### src/rtl/gpio_pkg.sv
package gpio_pkg;

  typedef enum logic [1:0] {
    SEL_NONE = 2'd0,
    SEL_DATA = 2'd1,
    SEL_DIR  = 2'd2,
    SEL_PUE  = 2'd3
  } reg_sel_t;

endpackage

### src/rtl/gpio_sync.sv
module gpio_sync #(
  parameter int WIDTH  = 5,
  parameter int STAGES = 2
) (
  input  logic             clk,
  input  logic             rst,
  input  logic [WIDTH-1:0] async_in,
  output logic [WIDTH-1:0] sync_out
);

  logic [WIDTH-1:0] stage_q [STAGES];

  always_ff @(posedge clk) begin
    if (rst) stage_q[0] <= '0;
    else     stage_q[0] <= async_in;
  end

  for (genvar s = 1; s < STAGES; s++) begin : g_stage
    always_ff @(posedge clk) begin
      if (rst) stage_q[s] <= '0;
      else     stage_q[s] <= stage_q[s-1];
    end


    sync_shift_chk: assert property (@(posedge clk) disable iff (rst)
      !$past(rst) |-> stage_q[s] == $past(stage_q[s-1]));
  end

  assign sync_out = stage_q[STAGES-1];

endmodule

### src/rtl/gpio_regs.sv
module gpio_regs #(
  parameter int NUM_PINS = 5,
  parameter int DATA_W   = 8
) (
  input  logic                 clk,
  input  logic                 rst,
  input  gpio_pkg::reg_sel_t   wr_sel,
  input  logic                 bus_wr,
  input  logic [DATA_W-1:0]    bus_wdata,
  output logic [NUM_PINS-1:0]  latch_q,
  output logic [NUM_PINS-1:0]  dir_q,
  output logic [NUM_PINS-1:0]  pue_q
);
  import gpio_pkg::*;

  logic [NUM_PINS-1:0] wval;
  assign wval = bus_wdata[NUM_PINS-1:0];

  if (DATA_W > NUM_PINS) begin : g_hi
    logic wdata_hi_unused;
    assign wdata_hi_unused = ^bus_wdata[DATA_W-1:NUM_PINS];
  end

  always_ff @(posedge clk) begin
    if (rst) begin
      latch_q <= '0;
      dir_q   <= '0;
      pue_q   <= '0;
    end else if (bus_wr) begin
      case (wr_sel)
        SEL_DATA: latch_q <= wval;
        SEL_DIR:  dir_q   <= wval;
        SEL_PUE:  pue_q   <= wval;
        default:  ;
      endcase
    end
  end


  regs_reset_chk: assert property (@(posedge clk)
    rst |=> (latch_q == '0 && dir_q == '0 && pue_q == '0));


  latch_write_chk: assert property (@(posedge clk) disable iff (rst)
    (bus_wr && wr_sel == SEL_DATA) |=> latch_q == $past(wval));


  pue_kept_chk: assert property (@(posedge clk) disable iff (rst)
    (bus_wr && wr_sel == SEL_DIR) |=> $stable(pue_q));


  unmapped_write_chk: assert property (@(posedge clk) disable iff (rst)
    (bus_wr && wr_sel == SEL_NONE) |=> ($stable(latch_q) && $stable(dir_q) && $stable(pue_q)));

endmodule

### src/rtl/gpio_rdmux.sv
module gpio_rdmux #(
  parameter int NUM_PINS = 5,
  parameter int DATA_W   = 8
) (
  input  logic                 clk,
  input  logic                 rst,
  input  gpio_pkg::reg_sel_t   rd_sel,
  input  logic                 bus_rd,
  input  logic [NUM_PINS-1:0]  latch_q,
  input  logic [NUM_PINS-1:0]  dir_q,
  input  logic [NUM_PINS-1:0]  pue_q,
  input  logic [NUM_PINS-1:0]  pin_sync,
  output logic [DATA_W-1:0]    bus_rdata
);
  import gpio_pkg::*;

  logic [NUM_PINS-1:0] data_view;
  logic [NUM_PINS-1:0] pick;
  logic [DATA_W-1:0]   rdata_d;

  for (genvar i = 0; i < NUM_PINS; i++) begin : g_view
    assign data_view[i] = dir_q[i] ? latch_q[i] : pin_sync[i];
  end

  always_comb begin
    case (rd_sel)
      SEL_DATA: pick = data_view;
      SEL_DIR:  pick = dir_q;
      SEL_PUE:  pick = pue_q;
      default:  pick = '0;
    endcase
    rdata_d = '0;
    if (bus_rd) rdata_d[NUM_PINS-1:0] = pick;
  end

  always_ff @(posedge clk) begin
    if (rst) bus_rdata <= '0;
    else     bus_rdata <= rdata_d;
  end


  idle_read_zero_chk: assert property (@(posedge clk) disable iff (rst)
    !bus_rd |=> bus_rdata == '0);


  unmapped_read_chk: assert property (@(posedge clk) disable iff (rst)
    (bus_rd && rd_sel == SEL_NONE) |=> bus_rdata == '0);

endmodule

### src/rtl/gpio_port.sv
module gpio_port #(
  parameter int NUM_PINS    = 5,
  parameter int ADDR_W      = 8,
  parameter int DATA_W      = 8,
  parameter int SYNC_STAGES = 2,
  parameter int OFS_DATA    = 'h00,
  parameter int OFS_DIR     = 'h04,
  parameter int OFS_PUE     = 'h08
) (
  input  logic                clk,
  input  logic                rst,
  input  logic [ADDR_W-1:0]   bus_addr,
  input  logic [DATA_W-1:0]   bus_wdata,
  input  logic                bus_wr,
  input  logic                bus_rd,
  output logic [DATA_W-1:0]   bus_rdata,
  input  logic [NUM_PINS-1:0] pin_in,
  output logic [NUM_PINS-1:0] pin_out,
  output logic [NUM_PINS-1:0] pin_oe,
  output logic [NUM_PINS-1:0] pin_pu
);
  import gpio_pkg::*;

  localparam logic [ADDR_W-1:0] A_DATA = ADDR_W'(OFS_DATA);
  localparam logic [ADDR_W-1:0] A_DIR  = ADDR_W'(OFS_DIR);
  localparam logic [ADDR_W-1:0] A_PUE  = ADDR_W'(OFS_PUE);

  reg_sel_t            sel;
  logic [NUM_PINS-1:0] latch_q, dir_q, pue_q, pin_sync;

  always_comb begin
    if      (bus_addr == A_DATA) sel = SEL_DATA;
    else if (bus_addr == A_DIR)  sel = SEL_DIR;
    else if (bus_addr == A_PUE)  sel = SEL_PUE;
    else                         sel = SEL_NONE;
  end

  gpio_sync #(.WIDTH(NUM_PINS), .STAGES(SYNC_STAGES)) u_sync (
    .clk(clk), .rst(rst), .async_in(pin_in), .sync_out(pin_sync)
  );

  gpio_regs #(.NUM_PINS(NUM_PINS), .DATA_W(DATA_W)) u_regs (
    .clk(clk), .rst(rst), .wr_sel(sel), .bus_wr(bus_wr), .bus_wdata(bus_wdata),
    .latch_q(latch_q), .dir_q(dir_q), .pue_q(pue_q)
  );

  gpio_rdmux #(.NUM_PINS(NUM_PINS), .DATA_W(DATA_W)) u_rdmux (
    .clk(clk), .rst(rst), .rd_sel(sel), .bus_rd(bus_rd),
    .latch_q(latch_q), .dir_q(dir_q), .pue_q(pue_q), .pin_sync(pin_sync),
    .bus_rdata(bus_rdata)
  );

  assign pin_out = latch_q;
  assign pin_oe  = dir_q;
  assign pin_pu  = pue_q & ~dir_q;


  pu_off_when_out_chk: assert property (@(posedge clk) disable iff (rst)
    (pin_pu & pin_oe) == '0);


  oe_rise_after_dir_write_chk: assert property (@(posedge clk) disable iff (rst)
    (pin_oe & ~$past(pin_oe)) != '0 |-> $past(bus_wr && bus_addr == A_DIR));

endmodule

### config.mk
export PLATFORM = sky130hd
export DESIGN_NAME = gpio_port
export DESIGN_NICKNAME = d
export VERILOG_FILES = /design/src/rtl/gpio_pkg.sv /design/src/rtl/gpio_sync.sv /design/src/rtl/gpio_regs.sv /design/src/rtl/gpio_rdmux.sv /design/src/rtl/gpio_port.sv
export SDC_FILE = /design/constraint.sdc
export NUM_CORES = 1
export LEC_CHECK = 0
export BUFFER_PORTS_ARGS = -buffer_cell sky130_fd_sc_hd__buf_2
export CORE_MARGIN = 10
export CORE_UTILIZATION = 43
export DETAILED_ROUTE_END_ITERATION = 12
export PLACE_DENSITY = 0.85
export SLEW_MARGIN = 20
export SYNTH_ARGS = -nofsm -noshare
export SYNTH_HDL_FRONTEND = slang
export SYNTH_SLANG_ARGS = --single-unit
### constraint.sdc
create_clock -name clk -period 1.1 [get_ports clk]
set_input_delay 0.11 -clock clk [delete_from_list [all_inputs] [get_ports clk]]
set_output_delay 0.11 -clock clk [all_outputs]
set_load 0.03 [all_outputs]
==> impl_metrics.toml <==
[worst_setup_path]
cp-startpoint = "u_regs.dir_q[1]"
endpoint = "pin_pu[1]"
start_kind = "flip-flop"
critical_path_class = "reg -> out"
reg2regPathDepth = 3
r2r_start = "u_regs.dir_q[1]"
worstPathMaxFanout = 3
r2r_end = "u_rdmux.bus_rdata[1]"
end_kind = "output port"
timing.reg2reg.setup_slack_ps = 0
cp.arrival_ps = 1030
cp.required_ps = 990

[placement]
placedCellCount = 200
routabilityCongestion = 0.783
dp_hpwl_mm = 2.50
io_buffers = 41

[synthesis]
synth.area.top_cells = "dfxtp_1 48%, mux2i_1 12%, nand2b_1 10%"
ys_types = 19
synthArstFlopShare = 0
synth_top_area_share = 0.480
netlist_area_um2 = 1250
synth-seq-cells = 30
netlist_instances = 122
synth_edf_count = 0
ys_seq_area_frac = 0.480
yosys_most_used_dff = "dfxtp_1"
ys_top_cells_by_count = "30 x dfxtp_1, 20 x nand2b_1, 16 x nor2b_1"
yosys.cell_count.top_type = "dfxtp_1"
synth_area_leader_cell = "dfxtp_1"
syn_avg_cell_area_um2 = 10.3
synth_warnings = 0

[timing]
tns_ps = -63.0
rsz0062_at_grt = "yes"
fin_skew_ps = 2.96
slew_viol_final = 0
clock.fmax_mhz = 879
timing.final.ws_setup_ps = -37.8
hold_viol = 0
fin_crit_sh = 1.03
fin_crit_ps = 1140
hold_slack_ps = 0.368
finalSetupViolCount = 2

[global_routing]
antenna_found_initial = 0
grt-ovfl-total = 0
grt_max_degree = 17
grt_pass1_wl_mm = 5.23
grt_pass1_vias = 1140
grt.total_usage = 0.123

[die]
dieArea_um2 = 5470
die_h_um = 73.9
die_w_um = 73.9
floorplan.initialDensity = 0.450
core_area_um2 = 2780
io_pins = 48
rows = 19

[run]
cap_violations = 0

[finish]
regArea_um2 = 618
fin_util = 0.637
final_cells = 214
nets = 207
layout-drive-gt1-share = 0.459
multi_input_area_um2 = 669
antenna_cells = 0
syn2layout_area_growth_pct = 41.7
fillers = 238

[clock_tree]
cts.sink_count = 30
cts_buffer_depth = 2
cts_tree = "built"
cts_made_buffers = 5
htreeDepth = 2
clk_pin_slew_ps = 90
cts-root-buf = "clkbuf_4"
clk_latency_ps = 330

[hold_path]
min_path_cells = 2
hold_class = "in -> reg"

[detailed_routing]
first_pass_iters = 4
wl_per_cell_um = 15.6
vias = 1104
ant_nets = 0
wirelength_mm = 3.34
drc = 0
drt-vias-per-instance = 5.16
dr.first_iter.drc_count = 50

[pwr]
p_sw_frac = 0.232
p_int_mw = 1.49
leakage_nw = 0.869
p_comb_frac = 0.090
seqPwrFrac = 0.565
power.density_nw_per_um2 = 1100
switchingPower_mw = 0.452
ir_drop_mv = 1.05
clkPwrFrac = 0.345

[status]
violations = "negative setup slack"
status = "finished, violations left"
## power by group through the flow
stage / Combinational, mW / Sequential (mW) / Clock, mW
finish: 0.175 / 1.10 / 0.671
global route: 0.190 / 1.10 / 0.737
CTS: 0.175 / 1.10 / 0.690
detailed placement: 0.165 / 1.13 / 0
global placement: 0.159 / 1.13 / 0
floorplan: 0.0896 / 1.13 / 0
## registers in the layout, indices dropped and copies added (netlist names)
| signal | count |
|---|---|
| u_regs.latch_q | 5 |
| u_regs.pue_q | 5 |
| u_rdmux.bus_rdata | 5 |
| u_sync.stage_q | 10 |
| u_regs.dir_q | 5 |
## worst min-delay path by stage
stage	start	slack, ps	endpoint
after floorplan	pin_in[0]	240	u_sync.stage_q[0][0]
after global placement	pin_in[4]	320	u_sync.stage_q[0][4]
after detailed placement	pin_in[2]	330	u_sync.stage_q[0][2]
after CTS	pin_in[4]	0.8	u_sync.stage_q[0][4]
after global routing	pin_in[4]	6	u_sync.stage_q[0][4]
final	pin_in[4]	0.4	u_sync.stage_q[0][4]
## metrics by stage
step                cell area, um2  setup WS, ps  power [mW]
finish                        1770         -37.8        1.94
global placement              1580          -151        1.29
global route                  1770         -77.2        2.03
CTS                           1700         -94.9        1.97
floorplan                     1270          11.3        1.22
detailed placement            1580          -241        1.29
## placed cells by master, fill, tap and decap left out
cell type | synthesis | routed
buf_4 | 3 | 14
and2b_1 | 1 | 1
a21o_1 | 5 | 5
nand4b_1 | 1 | 1
o21ai_1 | 0 | 1
buf_2 | 1 | 35
clkinv_2 | 0 | 1
or3b_1 | 3 | 3
dfxtp_4 | 0 | 3
clkbuf_1 | 3 | 1
nand2_1 | 5 | 5
nand2b_1 | 20 | 20
dlygate4sd3_1 | 0 | 3
dfxtp_1 | 30 | 22
or3b_4 | 0 | 2
conb_1 | 1 | 3
clkbuf_8 | 0 | 1
buf_12 | 0 | 1
nor4_4 | 1 | 1
clkbuf_4 | 0 | 5
o21ai_0 | 5 | 4
a21oi_1 | 5 | 1
nand4_2 | 3 | 3
a21oi_2 | 0 | 4
nor2_1 | 2 | 2
nor2b_1 | 16 | 12
mux2i_1 | 15 | 15
nor2b_4 | 0 | 4
dfxtp_2 | 0 | 5
buf_6 | 0 | 5
## critical path, stage by stage (launching register included)
cell and delay [ps]:
dfxtp_4 360, buf_6 120, nor2b_4 100, buf_6 130
## what timing repair did
| action | in CTS | in global routing |
|---|---|---|
| resized for setup | 12 | 14 |
| setup buffers | 1 | 3 |
| endpoints found under the setup margin | 8 | 12 |
| pin swaps | 0 | 6 |
| hold endpoints to repair | 3 | 0 |
| hold buffers | 3 | 0 |
## kinds of logic (layout without fill, tap and decap cells)
family | after synthesis | count (layout) | synth area share
simple gates | 54 | 54 | 0.296
flops | 30 | 30 | 0.480
compound gates | 15 | 15 | 0.0700
mux | 15 | 15 | 0.120
buf+inv | 7 | 66 | 0.0310
other cells | 1 | 3 | 0.00300
## layer usage
metal / vias up / global-route usage / wire (um)
li1: 530 / - / -
met1: 527 / 0.126 / 1220
met2: 39 / 0.210 / 1710
met3: 8 / 0.0598 / 354
met4: 0 / 0.0497 / 55
met5: - / 0 / 0
## final cells by class
type,instances,area share
Multi-Input combinational cell,87,0.378
Tap cell,31,0.0219
Sequential cell,30,0.349
Clock inverter,1,0.00282
Timing Repair Buffer,58,0.218
Clock buffer,7,0.0311
Power figures use the tool's default switching activity.
